### src/rtl/spi_front_pkg.sv
// Shared definitions for the serial memory front-end: frame phases and opcodes.
package spi_front_pkg;

    typedef enum logic [3:0] {
        ST_IDLE,    // chip select high
        ST_OPC,     // collecting opcode
        ST_ADDR,    // collecting two address bytes
        ST_RDATA,   // streaming array data
        ST_WDATA,   // collecting write data
        ST_SRD,     // streaming status byte
        ST_SWR,     // collecting status write byte
        ST_WEN,     // write-enable opcode taken
        ST_WDI,     // write-disable opcode taken
        ST_DROP     // frame ignored until chip select rises
    } fe_state_t;

    localparam logic [7:0] OPC_SET_WE   = 8'h06;
    localparam logic [7:0] OPC_CLR_WE   = 8'h04;
    localparam logic [7:0] OPC_STAT_RD  = 8'h05;
    localparam logic [7:0] OPC_STAT_WR  = 8'h01;
    localparam logic [7:0] OPC_DATA_RD  = 8'h03;
    localparam logic [7:0] OPC_DATA_WR  = 8'h02;

endpackage

### src/rtl/spi_sync.sv
// Multi-bit two-flop synchronizer. Each bit is an independent asynchronous
// level. Assumes no bit needs coherence with any other. RST_VAL gives the
// idle level of each line.
module spi_sync #(
    parameter int          W       = 4,
    parameter logic [W-1:0] RST_VAL = '0
) (
    input  logic         clk,
    input  logic         rst_n,
    input  logic [W-1:0] d_async,
    output logic [W-1:0] q_sync
);
    logic [W-1:0] stage1;

    for (genvar i = 0; i < W; i++) begin : g_bit
        // Two-stage capture of one asynchronous line.
        always_ff @(posedge clk) begin
            if (!rst_n) begin
                stage1[i] <= RST_VAL[i];
                q_sync[i] <= RST_VAL[i];
            end else begin
                stage1[i] <= d_async[i];
                q_sync[i] <= stage1[i];
            end
        end
    end
endmodule

### src/rtl/spi_link.sv
// Serial link conditioning. Turns the synchronized clock and select into
// single-cycle edge strobes and tracks the pause state. The pause state may
// only change while the serial clock is low. Assumes inputs are already
// synchronized.
module spi_link (
    input  logic clk,
    input  logic rst_n,
    input  logic sck_s,
    input  logic cs_n_s,
    input  logic hold_n_s,
    output logic sck_rise,
    output logic sck_fall,
    output logic cs_start,
    output logic cs_end,
    output logic held,
    output logic cs_active
);
    logic sck_q;
    logic cs_q;

    // Previous values for edge detection.
    always_ff @(posedge clk) begin
        if (!rst_n) begin
            sck_q <= 1'b0;
            cs_q  <= 1'b1;
        end else begin
            sck_q <= sck_s;
            cs_q  <= cs_n_s;
        end
    end

    // Pause follows the hold line only while the serial clock is low.
    always_ff @(posedge clk) begin
        if (!rst_n)
            held <= 1'b0;
        else if (cs_n_s)
            held <= 1'b0;
        else if (!sck_s)
            held <= !hold_n_s;
    end

    assign cs_active = !cs_n_s;
    assign cs_start  = cs_q && !cs_n_s;
    assign cs_end    = !cs_q && cs_n_s;
    assign sck_rise  = sck_s && !sck_q && !held && !cs_n_s;
    assign sck_fall  = !sck_s && sck_q && !held && !cs_n_s;

    // Pause may only be entered or left while the serial clock is low.
    assert_hold_low_clock_R11: assert property (@(posedge clk) disable iff (!rst_n)
        (!cs_n_s && $past(!cs_n_s) && held != $past(held)) |-> !$past(sck_s));
endmodule

### src/rtl/spi_cmd_ctrl.sv
// Frame controller. Collects the opcode and address and decides the frame's
// phase. Forwards write and status bytes, issues array fetches for reads and
// emits command pulses when chip select rises. Assumes at most one strobe
// per cycle among the edge inputs, which holds when each serial clock
// half-period is at least four system clocks.
module spi_cmd_ctrl
    import spi_front_pkg::*;
#(
    parameter int ADDR_W    = 13,
    parameter int PAGE_BITS = 6
) (
    input  logic              clk,
    input  logic              rst_n,
    input  logic              cs_start,
    input  logic              cs_end,
    input  logic              sck_rise,
    input  logic              sck_fall,
    input  logic              mosi_s,
    input  logic              busy,
    output logic              load_slot,
    output logic              sel_status,
    output logic              rd_en,
    output logic [ADDR_W-1:0] rd_addr,
    output logic              wr_valid,
    output logic [ADDR_W-1:0] wr_addr,
    output logic [7:0]        wr_data,
    output logic              st_wr_valid,
    output logic [7:0]        st_wr_data,
    output logic              wr_commit,
    output logic              wren_p,
    output logic              wrdi_p
);
    localparam int HI_W = ADDR_W - 8;

    fe_state_t         state;
    logic [2:0]        bit_cnt;
    logic [6:0]        sh;
    logic [HI_W-1:0]   addr_hi;
    logic              addr_second;
    logic              is_read;
    logic              wrote;
    logic [ADDR_W-1:0] cur_addr;
    logic [ADDR_W-1:0] ptr;
    logic [7:0]        in_byte;
    logic              byte_done;
    logic [ADDR_W-1:0] new_addr;

    assign in_byte    = {sh, mosi_s};
    assign byte_done  = sck_rise && (bit_cnt == 3'd7);
    assign new_addr   = {addr_hi, in_byte};
    assign load_slot  = (state == ST_RDATA || state == ST_SRD) && (bit_cnt == 3'd0);
    assign sel_status = (state == ST_SRD);

    // Frame sequencing, byte forwarding and command pulse generation.
    always_ff @(posedge clk) begin
        if (!rst_n) begin
            state       <= ST_IDLE;
            bit_cnt     <= '0;
            sh          <= '0;
            addr_hi     <= '0;
            addr_second <= 1'b0;
            is_read     <= 1'b0;
            wrote       <= 1'b0;
            cur_addr    <= '0;
            ptr         <= '0;
            rd_en       <= 1'b0;
            rd_addr     <= '0;
            wr_valid    <= 1'b0;
            wr_addr     <= '0;
            wr_data     <= '0;
            st_wr_valid <= 1'b0;
            st_wr_data  <= '0;
            wr_commit   <= 1'b0;
            wren_p      <= 1'b0;
            wrdi_p      <= 1'b0;
        end else begin
            rd_en       <= 1'b0;
            wr_valid    <= 1'b0;
            st_wr_valid <= 1'b0;
            wr_commit   <= 1'b0;
            wren_p      <= 1'b0;
            wrdi_p      <= 1'b0;
            if (cs_end) begin
                if ((state == ST_WDATA || state == ST_SWR) && wrote && bit_cnt == 3'd0)
                    wr_commit <= 1'b1;
                if (state == ST_WEN && bit_cnt == 3'd0)
                    wren_p <= 1'b1;
                if (state == ST_WDI && bit_cnt == 3'd0)
                    wrdi_p <= 1'b1;
                state <= ST_IDLE;
            end else if (cs_start) begin
                state       <= ST_OPC;
                bit_cnt     <= '0;
                addr_second <= 1'b0;
                wrote       <= 1'b0;
            end else begin
                if (sck_rise && state != ST_IDLE) begin
                    sh      <= in_byte[6:0];
                    bit_cnt <= bit_cnt + 3'd1;
                end
                if (byte_done) begin
                    case (state)
                        ST_OPC: begin
                            if (busy && in_byte != OPC_STAT_RD)
                                state <= ST_DROP;
                            else begin
                                case (in_byte)
                                    OPC_SET_WE:  state <= ST_WEN;
                                    OPC_CLR_WE:  state <= ST_WDI;
                                    OPC_STAT_RD: state <= ST_SRD;
                                    OPC_STAT_WR: state <= ST_SWR;
                                    OPC_DATA_RD: begin state <= ST_ADDR; is_read <= 1'b1; end
                                    OPC_DATA_WR: begin state <= ST_ADDR; is_read <= 1'b0; end
                                    default:     state <= ST_DROP;
                                endcase
                            end
                        end
                        ST_ADDR: begin
                            if (!addr_second) begin
                                addr_hi     <= in_byte[HI_W-1:0];
                                addr_second <= 1'b1;
                            end else begin
                                cur_addr <= new_addr;
                                if (is_read) begin
                                    state   <= ST_RDATA;
                                    rd_en   <= 1'b1;
                                    rd_addr <= new_addr;
                                    ptr     <= new_addr + 1'b1;
                                end else begin
                                    state <= ST_WDATA;
                                end
                            end
                        end
                        ST_WDATA: begin
                            wr_valid <= 1'b1;
                            wr_addr  <= cur_addr;
                            wr_data  <= in_byte;
                            wrote    <= 1'b1;
                            cur_addr <= {cur_addr[ADDR_W-1:PAGE_BITS],
                                         cur_addr[PAGE_BITS-1:0] + 1'b1};
                        end
                        ST_SWR: begin
                            if (!wrote) begin
                                st_wr_valid <= 1'b1;
                                st_wr_data  <= in_byte;
                                wrote       <= 1'b1;
                            end
                        end
                        default: ;
                    endcase
                end
                if (sck_fall && state == ST_RDATA && bit_cnt == 3'd0) begin
                    rd_en   <= 1'b1;
                    rd_addr <= ptr;
                    ptr     <= ptr + 1'b1;
                end
            end
        end
    end

    // A refused opcode while busy leads to the ignore phase.
    assert_busy_refuse_R9: assert property (@(posedge clk) disable iff (!rst_n)
        (byte_done && state == ST_OPC && busy && in_byte != OPC_STAT_RD && !cs_end && !cs_start)
        |=> state == ST_DROP);
    // An ignored frame produces no activity.
    assert_drop_silent_R10: assert property (@(posedge clk) disable iff (!rst_n)
        (state == ST_DROP) |=> (!wr_valid && !st_wr_valid && !rd_en && !wr_commit));
    // Commit only on the cycle after chip select rises.
    assert_commit_at_release_R6: assert property (@(posedge clk) disable iff (!rst_n)
        wr_commit |-> $past(cs_end));
    // Array fetches are isolated single-cycle requests.
    assert_fetch_single_R4: assert property (@(posedge clk) disable iff (!rst_n)
        rd_en |=> !rd_en);
endmodule

### src/rtl/spi_tx.sv
// Output shifter. Captures array data one cycle after each fetch. Loads a
// new byte at the first falling edge of each output byte and otherwise
// shifts most significant bit first. Drives the pad enable only while
// selected, loaded and not paused.
module spi_tx (
    input  logic       clk,
    input  logic       rst_n,
    input  logic       sck_fall,
    input  logic       load_slot,
    input  logic       sel_status,
    input  logic [7:0] status_byte,
    input  logic       rd_en,
    input  logic [7:0] arr_rd_data,
    input  logic       cs_active,
    input  logic       held,
    output logic       miso,
    output logic       miso_oe
);
    logic       rd_en_q;
    logic [7:0] fetch_q;
    logic [7:0] shreg;
    logic       live;
    logic [7:0] src;

    assign src = sel_status ? status_byte : fetch_q;

    // Capture returned array data one cycle after the request.
    always_ff @(posedge clk) begin
        if (!rst_n) begin
            rd_en_q <= 1'b0;
            fetch_q <= '0;
        end else begin
            rd_en_q <= rd_en;
            if (rd_en_q)
                fetch_q <= arr_rd_data;
        end
    end

    // Load or shift the output byte on serial clock falling edges.
    always_ff @(posedge clk) begin
        if (!rst_n) begin
            shreg <= '0;
            miso  <= 1'b0;
            live  <= 1'b0;
        end else if (!cs_active) begin
            live <= 1'b0;
        end else if (sck_fall && load_slot) begin
            shreg <= {src[6:0], 1'b0};
            miso  <= src[7];
            live  <= 1'b1;
        end else if (sck_fall && live) begin
            miso  <= shreg[7];
            shreg <= {shreg[6:0], 1'b0};
        end
    end

    assign miso_oe = live && cs_active && !held;

    // Bits leave most significant first, one per falling edge.
    assert_shift_order_R2: assert property (@(posedge clk) disable iff (!rst_n)
        (sck_fall && live && !load_slot && cs_active) |=> miso == $past(shreg[7]));
endmodule

### src/rtl/spi_mem_front.sv
// Top of the serial memory command front-end. Synchronizes the serial pins,
// conditions the link, runs the frame controller and drives the output
// shifter. Assumes each serial clock half-period lasts at least four system
// clocks.
module spi_mem_front #(
    parameter int ADDR_W    = 13,
    parameter int PAGE_BITS = 6
) (
    input  logic              clk,
    input  logic              rst_n,
    input  logic              spi_cs_n,
    input  logic              spi_sck,
    input  logic              spi_mosi,
    input  logic              spi_hold_n,
    output logic              spi_miso,
    output logic              spi_miso_oe,
    input  logic              write_busy,
    input  logic [7:0]        status_byte,
    output logic              arr_rd_en,
    output logic [ADDR_W-1:0] arr_rd_addr,
    input  logic [7:0]        arr_rd_data,
    output logic              wr_byte_valid,
    output logic [ADDR_W-1:0] wr_byte_addr,
    output logic [7:0]        wr_byte_data,
    output logic              stat_wr_valid,
    output logic [7:0]        stat_wr_data,
    output logic              wr_commit,
    output logic              cmd_wren,
    output logic              cmd_wrdi
);
    localparam int NSYNC = 4;
    localparam logic [NSYNC-1:0] PIN_IDLE = 4'b1010; // hold_n, mosi, cs_n, sck

    logic [NSYNC-1:0] pins_s;
    logic sck_rise, sck_fall, cs_start, cs_end, held, cs_active;
    logic load_slot, sel_status;

    spi_sync #(.W(NSYNC), .RST_VAL(PIN_IDLE)) u_sync (
        .clk     (clk),
        .rst_n   (rst_n),
        .d_async ({spi_hold_n, spi_mosi, spi_cs_n, spi_sck}),
        .q_sync  (pins_s)
    );

    spi_link u_link (
        .clk       (clk),
        .rst_n     (rst_n),
        .sck_s     (pins_s[0]),
        .cs_n_s    (pins_s[1]),
        .hold_n_s  (pins_s[3]),
        .sck_rise  (sck_rise),
        .sck_fall  (sck_fall),
        .cs_start  (cs_start),
        .cs_end    (cs_end),
        .held      (held),
        .cs_active (cs_active)
    );

    spi_cmd_ctrl #(.ADDR_W(ADDR_W), .PAGE_BITS(PAGE_BITS)) u_ctrl (
        .clk         (clk),
        .rst_n       (rst_n),
        .cs_start    (cs_start),
        .cs_end      (cs_end),
        .sck_rise    (sck_rise),
        .sck_fall    (sck_fall),
        .mosi_s      (pins_s[2]),
        .busy        (write_busy),
        .load_slot   (load_slot),
        .sel_status  (sel_status),
        .rd_en       (arr_rd_en),
        .rd_addr     (arr_rd_addr),
        .wr_valid    (wr_byte_valid),
        .wr_addr     (wr_byte_addr),
        .wr_data     (wr_byte_data),
        .st_wr_valid (stat_wr_valid),
        .st_wr_data  (stat_wr_data),
        .wr_commit   (wr_commit),
        .wren_p      (cmd_wren),
        .wrdi_p      (cmd_wrdi)
    );

    spi_tx u_tx (
        .clk         (clk),
        .rst_n       (rst_n),
        .sck_fall    (sck_fall),
        .load_slot   (load_slot),
        .sel_status  (sel_status),
        .status_byte (status_byte),
        .rd_en       (arr_rd_en),
        .arr_rd_data (arr_rd_data),
        .cs_active   (cs_active),
        .held        (held),
        .miso        (spi_miso),
        .miso_oe     (spi_miso_oe)
    );

    // The pad is never driven while chip select is high at the pins' synced view.
    assert_release_quiet_R2: assert property (@(posedge clk) disable iff (!rst_n)
        (pins_s[1] && $past(pins_s[1])) |-> !spi_miso_oe);
endmodule

### config.mk
export PLATFORM = sky130hd
export DESIGN_NAME = spi_mem_front
export DESIGN_NICKNAME = d
export VERILOG_FILES = /design/src/rtl/spi_front_pkg.sv /design/src/rtl/spi_sync.sv /design/src/rtl/spi_link.sv /design/src/rtl/spi_cmd_ctrl.sv /design/src/rtl/spi_tx.sv /design/src/rtl/spi_mem_front.sv
export SDC_FILE = /design/constraint.sdc
export NUM_CORES = 1
export LEC_CHECK = 0
export ABC_AREA = 0
export CAP_MARGIN = 30
export CORE_MARGIN = 2
export CORE_UTILIZATION = 45
export CTS_CLUSTER_DIAMETER = 150
export CTS_CLUSTER_SIZE = 24
export DETAILED_ROUTE_END_ITERATION = 10
export GPL_TIMING_DRIVEN = 0
export HOLD_SLACK_MARGIN = 0.1
export PLACE_DENSITY_LB_ADDON = 0.3
export SLEW_MARGIN = 0
export SYNTH_ARGS = -nofsm -noshare
export SYNTH_HDL_FRONTEND = slang
export SYNTH_SLANG_ARGS = --single-unit
### constraint.sdc
create_clock -name clk -period 2.53 [get_ports clk]
set_input_delay 0.506 -clock clk [delete_from_list [all_inputs] [get_ports clk]]
set_output_delay 0.506 -clock clk [all_outputs]
set_load 0.05 [all_outputs]
==> flow_summary.yaml, run 1 <==
outcome:
  status: "finished with violations"
  violations: "negative setup slack"
timing:
  drv_slew: 0
  grt_setup_unrepaired: "true"
  fin_skew_ns: 0.0137
  hold_viol: 0
  finalSetupViolations: 2
  tns_ns: -0.138
  setup_slack_ns: -0.129
  slew_headroom: 0.462
  fmax_ghz: 0.376
  finalWorstPathRequiredPeriod_ns: 2.66
  tightestPinTransition_ns: 0.796
  timing.final.crit_share: 1.05
worst_setup_path:
  crit_path_top_delay_cell: "a221o_1"
  crit_chain: "inv_2 > ha_4 > and4b_1 > and3_4 > buf_8 > mux2i_4 > inv_2 > ha_4 > nand2_1 > nor3_2 > nand4_1 > a221o_1 > nand3_1"
  required_ns: 2.90
  worstRegToRegCells: 13
  path_class: "flip-flop to flip-flop"
  crit_fanout: 7
  worst-path-buf-inv: 3
  worstSetupPathDepth: 13
  critPathTopFamily: "simple AND/OR/NAND/NOR gates"
  r2r_slack_ns: -0.13
  critPathMaxStageDelay_ns: 0.35
  arrival_ns: 3.03
  start_kind: "flip-flop"
  endpoint_kind: "flip-flop"
yosys:
  synth-seq-cells: 125
  synth_cell_type_count: 63
  synth_area_sq_um: 5730
  synth.avg_cell_area_sq_um: 8.48
  yosysWarnings: 0
  ys_seq_area_frac: 0.436
  async_flop_share: 0
  synth_ff_type: "dfxtp_1"
  synth_edf_count: 0
  syn_nets: 706
  synthCells: 676
worst_hold_path:
  hold_path_depth: 1
  hold_class: "flip-flop to flip-flop"
final_layout:
  final_area_sq_um: 7460
  mostFrequentLayoutCell: "dfxtp_1"
  register_area_sq_um: 2510
  syn2layout_area_growth_pct: 30.1
  layout.nets: 810
  multi_input_area_sq_um: 3080
  layout.cells.non_filler: 964
  antenna_cells: 0
  final_core_util: 0.596
  final_cell_mix: "dfxtp_1, nor2_1, nand2_1, clkdlybuf4s50_1, mux2i_1"
  n_fill_cell: 1150
  drive_above_1_share: 0.116
route:
  firstDrtPassIters: 5
  ant_nets: 0
  route.detailed.drc: 0
  wl_per_cell_um: 17.7
  drt_wl_total_um: 17100
  viasPerCell: 5.71
  vias: 5502
  drt_iter0_drc: 600
grt:
  first_global_vias: 5283
  grt-ovfl-total: 0
  grt_use_total: 0.259
  grt_pass1_wl_um: 26800
  antenna_found_initial: 0
  grt_start_max_net_pins: 17
power:
  internal_power_uw: 3470
  p_clk_frac: 0.520
  p_switching_uw: 932
  seqPwrFrac: 0.451
  swShare: 0.212
  power_density_nw_per_um2: 591
  peakVddDrop_mv: 0.322
  p_leak_uw: 0.00289
  p_comb_frac: 0.029
place:
  dp.cells: 922
  port_buffers: 72
  dp_hpwl_um: 11600
  place_worst_setup_slack_ns: -0.622
  postPlaceCellArea_sq_um: 6690
  globalplace.congestion: 0.912
clock_network:
  clk_latency_ns: 0.43
  clock_path_buffers: 2
  h-tree-depth: 4
  cts.sinks: 125
  clock-root-buffer: "clkbuf_16"
  cts_made_buffers: 17
  hold_buffers: 0
  clkTransAtPathRegs_ns: 0.06
  cts_tree: "done"
die:
  die_h_um: 117
  initial_core_util: 0.458
  die-area_sq_um: 13700
  ios: 73
  core_sq_um: 12500
  row_count: 41
  die_w_um: 117
flow_run:
  cap_violations: 0
-- metrics by stage --
stage | power, uW | hold WS, ns
floorplan | 2080 | 0.386
global placement | 2150 | 0.389
detailed placement | 2150 | 0.393
CTS | 4430 | 0.405
global route | 4530 | 0.419
finish | 4400 | 0.403
-- power groups by stage --
stage	sequential (uW)	clock, uW	combinational [uW]
2_1_floorplan	2020	0	55.7
3_3_place_gp	2020	0	121
3_5_place_dp	2030	0	123
4_1_cts	1980	2320	126
5_1_grt	1980	2410	137
6_report	1980	2290	129
-- kinds of logic (layout without fill, tap and decap cells) --
kind of cell             after synthesis  in the layout  synth area share
AND/OR/NAND/NOR                      304            304             0.258
flip-flops                           125            125             0.436
AO/OA/AOI/OAI                        116            116             0.134
buffers and inverters                 60            176            0.0456
multiplexers                          58             58             0.102
adder cells (fa/ha/maj)                7              7            0.0153
XOR/XNOR                               6              6           0.00917
-- path summary, 6_finish.rpt --
check | startpoint | endpoint
min reg2reg | u_sync.stage1[1]$_SDFF_PN1_ | u_sync.q_sync[1]$_SDFF_PN1_
max | u_ctrl.bit_cnt[1]$_SDFFE_PN0P_ | u_ctrl.ptr[12]$_SDFFE_PN0P_
max reg2reg | u_ctrl.bit_cnt[1]$_SDFFE_PN0P_ | u_ctrl.ptr[12]$_SDFFE_PN0P_
min | u_sync.stage1[1]$_SDFF_PN1_ | u_sync.q_sync[1]$_SDFF_PN1_
-- state kept, by name (all words and copies together) (netlist names), 3 cells and up --
name               count
u_ctrl.cur_addr       13
u_ctrl.ptr            13
u_ctrl.rd_addr        13
u_ctrl.wr_addr        13
u_ctrl.st_wr_data      8
u_ctrl.wr_data         8
u_tx.fetch_q           8
u_ctrl.sh              7
u_tx.shreg             7
u_ctrl.addr_hi         5
u_ctrl.state           4
u_sync.q_sync          4
u_sync.stage1          4
u_ctrl.bit_cnt         3
-- synthesized netlist by cell type (3+ instances only) --
| cell | number | area share |
|---|---|---|
| nand4_1 | 4 | 0.0044 |
| a21oi_1 | 37 | 0.032 |
| nand3_1 | 38 | 0.033 |
| a31oi_1 | 4 | 0.0044 |
| or3_1 | 3 | 0.0033 |
| nor3b_1 | 4 | 0.0052 |
| ha_1 | 7 | 0.015 |
| a311oi_1 | 17 | 0.026 |
| mux2i_1 | 55 | 0.096 |
| and2_1 | 10 | 0.011 |
| o21ai_1 | 3 | 0.0026 |
| o21ai_0 | 17 | 0.015 |
| nand2_1 | 74 | 0.048 |
| a211oi_1 | 12 | 0.016 |
| nor4b_1 | 3 | 0.0046 |
| nand3b_1 | 4 | 0.0052 |
| and3_1 | 5 | 0.0055 |
| nor2_1 | 101 | 0.066 |
| inv_1 | 9 | 0.0059 |
| o21a_1 | 3 | 0.0039 |
| buf_2 | 11 | 0.0096 |
| nor3_1 | 15 | 0.013 |
| clkbuf_1 | 33 | 0.022 |
| nand2b_1 | 8 | 0.0087 |
| mux2_2 | 3 | 0.0059 |
| o211ai_1 | 3 | 0.0039 |
| nor2b_1 | 13 | 0.014 |
| xor2_1 | 4 | 0.0061 |
| nor4_1 | 7 | 0.0076 |
| dfxtp_1 | 125 | 0.44 |
-- area by class of cell --
type / instances / share of cell area
Multi-Input combinational cell: 491 / 0.413
Sequential cell: 125 / 0.336
Timing Repair Buffer: 85 / 0.109
Clock buffer: 25 / 0.0664
Buffer: 50 / 0.0332
Tap cell: 172 / 0.0289
Clock inverter: 6 / 0.00805
Inverter: 10 / 0.00503
-- timing repair --
item	in CTS	in global routing
resized for setup	14	22
pin swaps	6	9
setup buffers	4	7
setup endpoints to repair	7	27
-- layer usage --
| layer | global-route usage | wire (um) | vias up |
|---|---|---|---|
| li1 | - | - | 2592 |
| met1 | 0.322 | 7100 | 2605 |
| met2 | 0.428 | 8010 | 262 |
| met3 | 0.0675 | 1500 | 43 |
| met4 | 0.108 | 469 | 0 |
| met5 | 0 | 0 | - |
No activity file was read; power rests on OpenSTA's default activity.
==> run 2: changes to the inputs <==
- CTS_BUF_LIST: default -> sky130_fd_sc_hd__clkbuf_16
- GPL_ROUTABILITY_DRIVEN: default -> 0
==> run 2 against run 1 <==
Net effect: the run now ends clean; first-iteration DRC count grew 9.7%; worst setup slack gained 0.13 ns; non-clock buffer count increased by 2; clock-buffer cell count fell by 8; routed wire length decreased by 0.92%; sequential power barely moved; clock power increased by 14%; design area up 1.4%; core utilization grew 0.83 points; die area stayed put.
==> flow_summary.yaml, run 2 (synthesis results as in run 1) <==
outcome:
  status: "finished clean"
final_layout:
  n_fill_cell: 1084
  antenna_cells: 0
  mostFrequentLayoutCell: "dfxtp_1"
  final_cell_mix: "dfxtp_1, nor2_1, nand2_1, clkdlybuf4s50_1, mux2i_1"
  multi_input_area_sq_um: 3100
  register_area_sq_um: 2510
  drive_above_1_share: 0.125
  layout.cells.non_filler: 966
  syn2layout_area_growth_pct: 31.9
  layout.nets: 812
timing:
  tightestPinTransition_ns: 0.800
  drv_slew: 0
  fin_skew_ns: 0.00809
  hold_ws_ns: 0.408
  hold_viol: 0
  grt_setup_unrepaired: "true"
  timing.final.crit_share: 0.998
  finalSetupViolations: 0
  fmax_ghz: 0.396
  finalWorstPathRequiredPeriod_ns: 2.52
  slew_headroom: 0.467
power:
  peakVddDrop_mv: 0.405
  p_leak_uw: 0.00297
  power_density_nw_per_um2: 626
worst_setup_path:
  worst-path-buf-inv: 3
  arrival_ns: 2.90
  critPathTopFamily: "simple AND/OR/NAND/NOR gates"
  path_class: "flip-flop to flip-flop"
  critPathMaxStageDelay_ns: 0.36
  endpoint_kind: "flip-flop"
  start_kind: "flip-flop"
  crit_path_top_delay_cell: "a221o_1"
  crit_chain: "inv_2 > ha_4 > and4b_1 > and3_4 > buf_8 > mux2i_4 > inv_2 > ha_4 > nand2_4 > nor3_4 > nand4_1 > a221o_1 > nand3_1"
  required_ns: 2.90
  crit_fanout: 8
clock_network:
  h-tree-depth: 4
  clk_latency_ns: 0.43
  cts_made_buffers: 17
  cts.sinks: 125
  clock-root-buffer: "clkbuf_16"
  clock_path_buffers: 2
  clkTransAtPathRegs_ns: 0.06
  cts_tree: "done"
  hold_buffers: 0
route:
  route.detailed.drc: 0
  vias: 5569
  ant_nets: 0
  firstDrtPassIters: 6
  wl_per_cell_um: 17.5
  viasPerCell: 5.77
  drt_iter0_drc: 658
  drt_wl_total_um: 16900
die:
  core_sq_um: 12500
  initial_core_util: 0.458
  die-area_sq_um: 13700
  die_w_um: 117
  row_count: 41
  ios: 73
  die_h_um: 117
grt:
  grt-ovfl-total: 0
  grt_pass1_wl_um: 26300
  antenna_found_initial: 0
  first_global_vias: 5257
  grt_use_total: 0.253
  grt_start_max_net_pins: 17
flow_run:
  cap_violations: 0
worst_hold_path:
  hold_class: "flip-flop to flip-flop"
place:
  dp_hpwl_um: 11200
  dp.cells: 922
  port_buffers: 72
[run 2: cell types whose count changed in the layout (fill, tap and decap cells not counted), moves of 2 or more]
cell | previous run | this run
bufinv_16 | 1 | 5
clkbuf_8 | 4 | 0
buf_4 | 13 | 16
clkbuf_1 | 36 | 31
clkinv_1 | 0 | 2
[run 2: routing by layer]
layer	part of all wire	global-route usage	up-vias
li1	-	-	2589
met1	0.42	0.330	2605
met2	0.46	0.401	333
met3	0.10	0.0716	42
met4	0.021	0.0965	0
met5	0	0	-
[run 2: timing repair]
| item | 4_1_cts | 5_1_grt |
|---|---|---|
| buffers inserted | 6 | 7 |
| gates resized for setup | 20 | 22 |
| pin swaps | 7 | 10 |
| endpoints found under the setup margin | 7 | 19 |
[run 2: metrics by stage]
stage	util	power (uW)	instance area [sq um]	TNS, ns	setup slack [ns]
after detailed placement	0.535	2150	6690	-2.00	-0.566
after global routing	0.604	4840	7560	-0.0930	-0.0778
after CTS	0.595	4740	7450	-0.0966	-0.0966
final	0.604	4740	7560	0	0.00537
after floorplan	-	2080	5750	0	0.0205
after global placement	0.534	2150	6680	-5.67	-0.489
[run 2: path summary, 6_finish.rpt]
path	cells past startpoint	slack, ns	startpoint	endpoint
hold / removal	1	0.41	u_sync.stage1[3]$_SDFF_PN1_	u_sync.q_sync[3]$_SDFF_PN1_
setup reg to reg	13	0.005	u_ctrl.bit_cnt[0]$_SDFFE_PN0P_	u_ctrl.ptr[12]$_SDFFE_PN0P_
hold reg to reg	1	0.41	u_sync.stage1[3]$_SDFF_PN1_	u_sync.q_sync[3]$_SDFF_PN1_
setup / recovery	13	0.005	u_ctrl.bit_cnt[0]$_SDFFE_PN0P_	u_ctrl.ptr[12]$_SDFFE_PN0P_
[run 2: area by class of cell]
| class | count | share of cell area |
|---|---|---|
| Clock inverter | 14 | 0.0265 |
| Inverter | 10 | 0.00496 |
| Sequential cell | 125 | 0.332 |
| Tap cell | 172 | 0.0285 |
| Timing Repair Buffer | 87 | 0.109 |
| Clock buffer | 17 | 0.0563 |
| Multi-Input combinational cell | 491 | 0.410 |
| Buffer | 50 | 0.0324 |
[run 2: power by group]
group / switching [uW] / internal, uW / total, uW
Combinational: 76.6 / 52.1 / 129
Sequential: 6.45 / 1980 / 1980
Clock: 900 / 1720 / 2620
==> run 3: changes to the inputs <==
- ABC_AREA: 0 -> 1
- CORE_UTILIZATION: 45 -> 33
- CTS_CLUSTER_DIAMETER: 150 -> 30
==> run 3 against run 2 <==
Net effect: flip-flop and latch count is the same; via count shrank 9.0%; critical path depth grew 1; power shrank 5.0%; maximum frequency grew 8.1%; clock power shrank 8.4%; worst setup slack gained 0.19 ns; register-to-register slack gained 0.19 ns; critical path type unchanged.
==> flow_summary.yaml, run 3 <==
worst_setup_path:
  required_ns: 2.89
  path_class: "flip-flop to flip-flop"
  crit_fanout: 10
  arrival_ns: 2.70
  start_kind: "flip-flop"
  endpoint_kind: "flip-flop"
die:
  core_sq_um: 16400
  die-area_sq_um: 17600
  initial_core_util: 0.333
  die_w_um: 133
  die_h_um: 133
  ios: 73
  row_count: 47
timing:
  fmax_ghz: 0.428
  tightestPinTransition_ns: 0.668
  timing.final.crit_share: 0.923
  fin_skew_ns: 0.00581
  finalSetupViolations: 0
  hold_ws_ns: 0.409
  finalWorstPathRequiredPeriod_ns: 2.34
  drv_slew: 0
  grt_setup_unrepaired: "true"
  hold_viol: 0
  slew_headroom: 0.555
yosys:
  synth_top_family_by_area: "simple AND/OR/NAND/NOR gates"
  synthCells: 737
  synth.avg_cell_area_sq_um: 7.42
  synth_top_area_frac: 0.458
  synth_area_sq_um: 5470
  synthMuxAreaShare: 0.00206
  synth-simple-area-share: 0.270
  synth-seq-cells: 125
  yosys.area_share.adder: 0.0160
  yosys.area_share.xor_xnor: 0.00481
  yosysWarnings: 0
  synth-compound-area-share: 0.168
  ys_seq_area_frac: 0.458
  synth_ff_type: "dfxtp_1"
  synth_area_leader_cell: "dfxtp_1"
  syn_nets: 767
  post-synth-top-count-cell: "dfxtp_1"
  async_flop_share: 0
  synth_edf_count: 0
  synth.area.top_cells: "dfxtp_1, nand2_1, nor2_1"
  netlist_top_cells_count: "dfxtp_1, nand2_1, nor2_1"
  synth_cell_type_count: 41
route:
  viasPerCell: 4.78
  vias: 5067
  route.detailed.drc: 0
  drt_iter0_drc: 441
  wl_per_cell_um: 13.7
  ant_nets: 0
  drt_wl_total_um: 14500
  firstDrtPassIters: 5
grt:
  grt_start_max_net_pins: 17
  met2_usage: 0.277
  use_met1: 0.211
  grt_use_total: 0.166
  grt-ovfl-total: 0
  antenna_found_initial: 0
  grt_pass1_wl_um: 23200
  grt.busiest_layer: "met2"
  first_global_vias: 4610
  grt_use_met3: 0.0402
clock_network:
  post_cts_buffers: 0
  clkTransAtPathRegs_ns: 0.06
  h-tree-depth: 4
  cts_tree: "done"
  cts_made_buffers: 17
  cts.sinks: 125
  clock_path_buffers: 2
  clk_latency_ns: 0.42
  clock-root-buffer: "clkbuf_16"
power:
  peakVddDrop_mv: 0.464
  p_switching_uw: 950
  swShare: 0.211
  p_clk_frac: 0.532
  seqPwrFrac: 0.441
  p_leak_uw: 0.00287
  power_density_nw_per_um2: 637
  p_comb_frac: 0.027
  internal_power_uw: 3550
final_layout:
  syn2layout_area_growth_pct: 29.2
  final_cell_mix: "dfxtp_1, nand2_1, nor2_1, inv_1, clkdlybuf4s50_1"
  final_area_sq_um: 7070
  mostFrequentLayoutCell: "dfxtp_1"
  layout.nets: 858
  drive_above_1_share: 0.0987
  antenna_cells: 0
outcome:
  status: "finished clean"
place:
  dp_hpwl_um: 10800
  postPlaceCellArea_sq_um: 6460
  port_buffers: 72
worst_hold_path:
  hold_class: "flip-flop to flip-flop"
flow_run:
  cap_violations: 0
run 3: cell types whose count changed after synthesis, sizes merged, moves of 8 or more:
cell / delta
nor2: +21
inv: +71
clkbuf: -17
nand4: +10
nor2b: -13
nand2: +54
a21oi: +28
mux2i: -55
o21ai: +57
nand2b: -8
a311oi: -16
run 3: final timing paths:
kind	startpoint	to	slack, ns	cells past startpoint
max	u_ctrl.bit_cnt[0]$_SDFFE_PN0P_	u_ctrl.ptr[10]$_SDFFE_PN0P_	0.19	14
min	u_sync.stage1[1]$_SDFF_PN1_	u_sync.q_sync[1]$_SDFF_PN1_	0.41	1
max reg2reg	u_ctrl.bit_cnt[0]$_SDFFE_PN0P_	u_ctrl.ptr[10]$_SDFFE_PN0P_	0.19	14
min reg2reg	u_sync.stage1[1]$_SDFF_PN1_	u_sync.q_sync[1]$_SDFF_PN1_	0.41	1
run 3: critical path: stages (launching register included):
cell and delay (ns):
dfxtp_1 0.36, inv_1 0.07, ha_1 0.22, nand2_4 0.12
nor2_8 0.06, nand3_4 0.12, buf_6 0.17, nand2_1 0.08
o21ai_2 0.11, ha_2 0.23, nand3_2 0.13, nor2_8 0.15
nand4_1 0.16, and2_1 0.18, nor2_1 0.09
run 3: layout make-up:
cell class / count / area (sq um)
multi-input cells: 503 / 2540
plain buffers: 27 / 138
well taps: 220 / 275
clock buffers: 17 / 425
repair buffers: 72 / 723
clock inverters: 15 / 155
flip-flops and latches: 125 / 2500
fillers: 1688 / 9340
inverters: 82 / 308
run 3: kinds of logic (layout without fill, tap and decap cells):
logic type | after synthesis | count (layout)
adder cells (fa/ha/maj) | 7 | 7
flip-flops | 125 | 125
AND/OR/NAND/NOR | 323 | 323
buffers and inverters | 109 | 213
multiplexers | 1 | 1
AO/OA/AOI/OAI | 169 | 169
XOR/XNOR | 3 | 3
run 3: through the flow:
| step | utilization | TNS [ns] | setup slack (ns) | total power (uW) | cells |
|---|---|---|---|---|---|
| after floorplan | - | 0 | 0.373 | 2080 | 737 |
| after global placement | 0.394 | 0 | 0.0789 | 2150 | 1029 |
| after detailed placement | 0.394 | 0 | 0.0509 | 2150 | 1029 |
| after CTS | 0.429 | 0 | 0.0229 | 4530 | 1061 |
| after global routing | 0.431 | -0.00849 | -0.00849 | 4640 | 1061 |
| final | 0.431 | 0 | 0.194 | 4500 | 1061 |
run 3: power groups by stage:
stage	combinational [uW]	clock (uW)	sequential, uW
2_1_floorplan	57.2	0	2020
5_1_grt	132	2520	1980
3_3_place_gp	121	0	2030
3_5_place_dp	121	0	2030
4_1_cts	122	2430	1980
6_report	120	2400	1980
run 3: layer usage:
layer	vias up	routed length [um]
li1	2622	-
met1	2343	6780
met2	86	7000
met3	16	525
met4	0	193
met5	-	0
run 3: repair_timing:
| item | in CTS | in global routing |
|---|---|---|
| setup endpoints to repair | 0 | 6 |
| resized for setup | 0 | 6 |
| hold buffers | 0 | 0 |
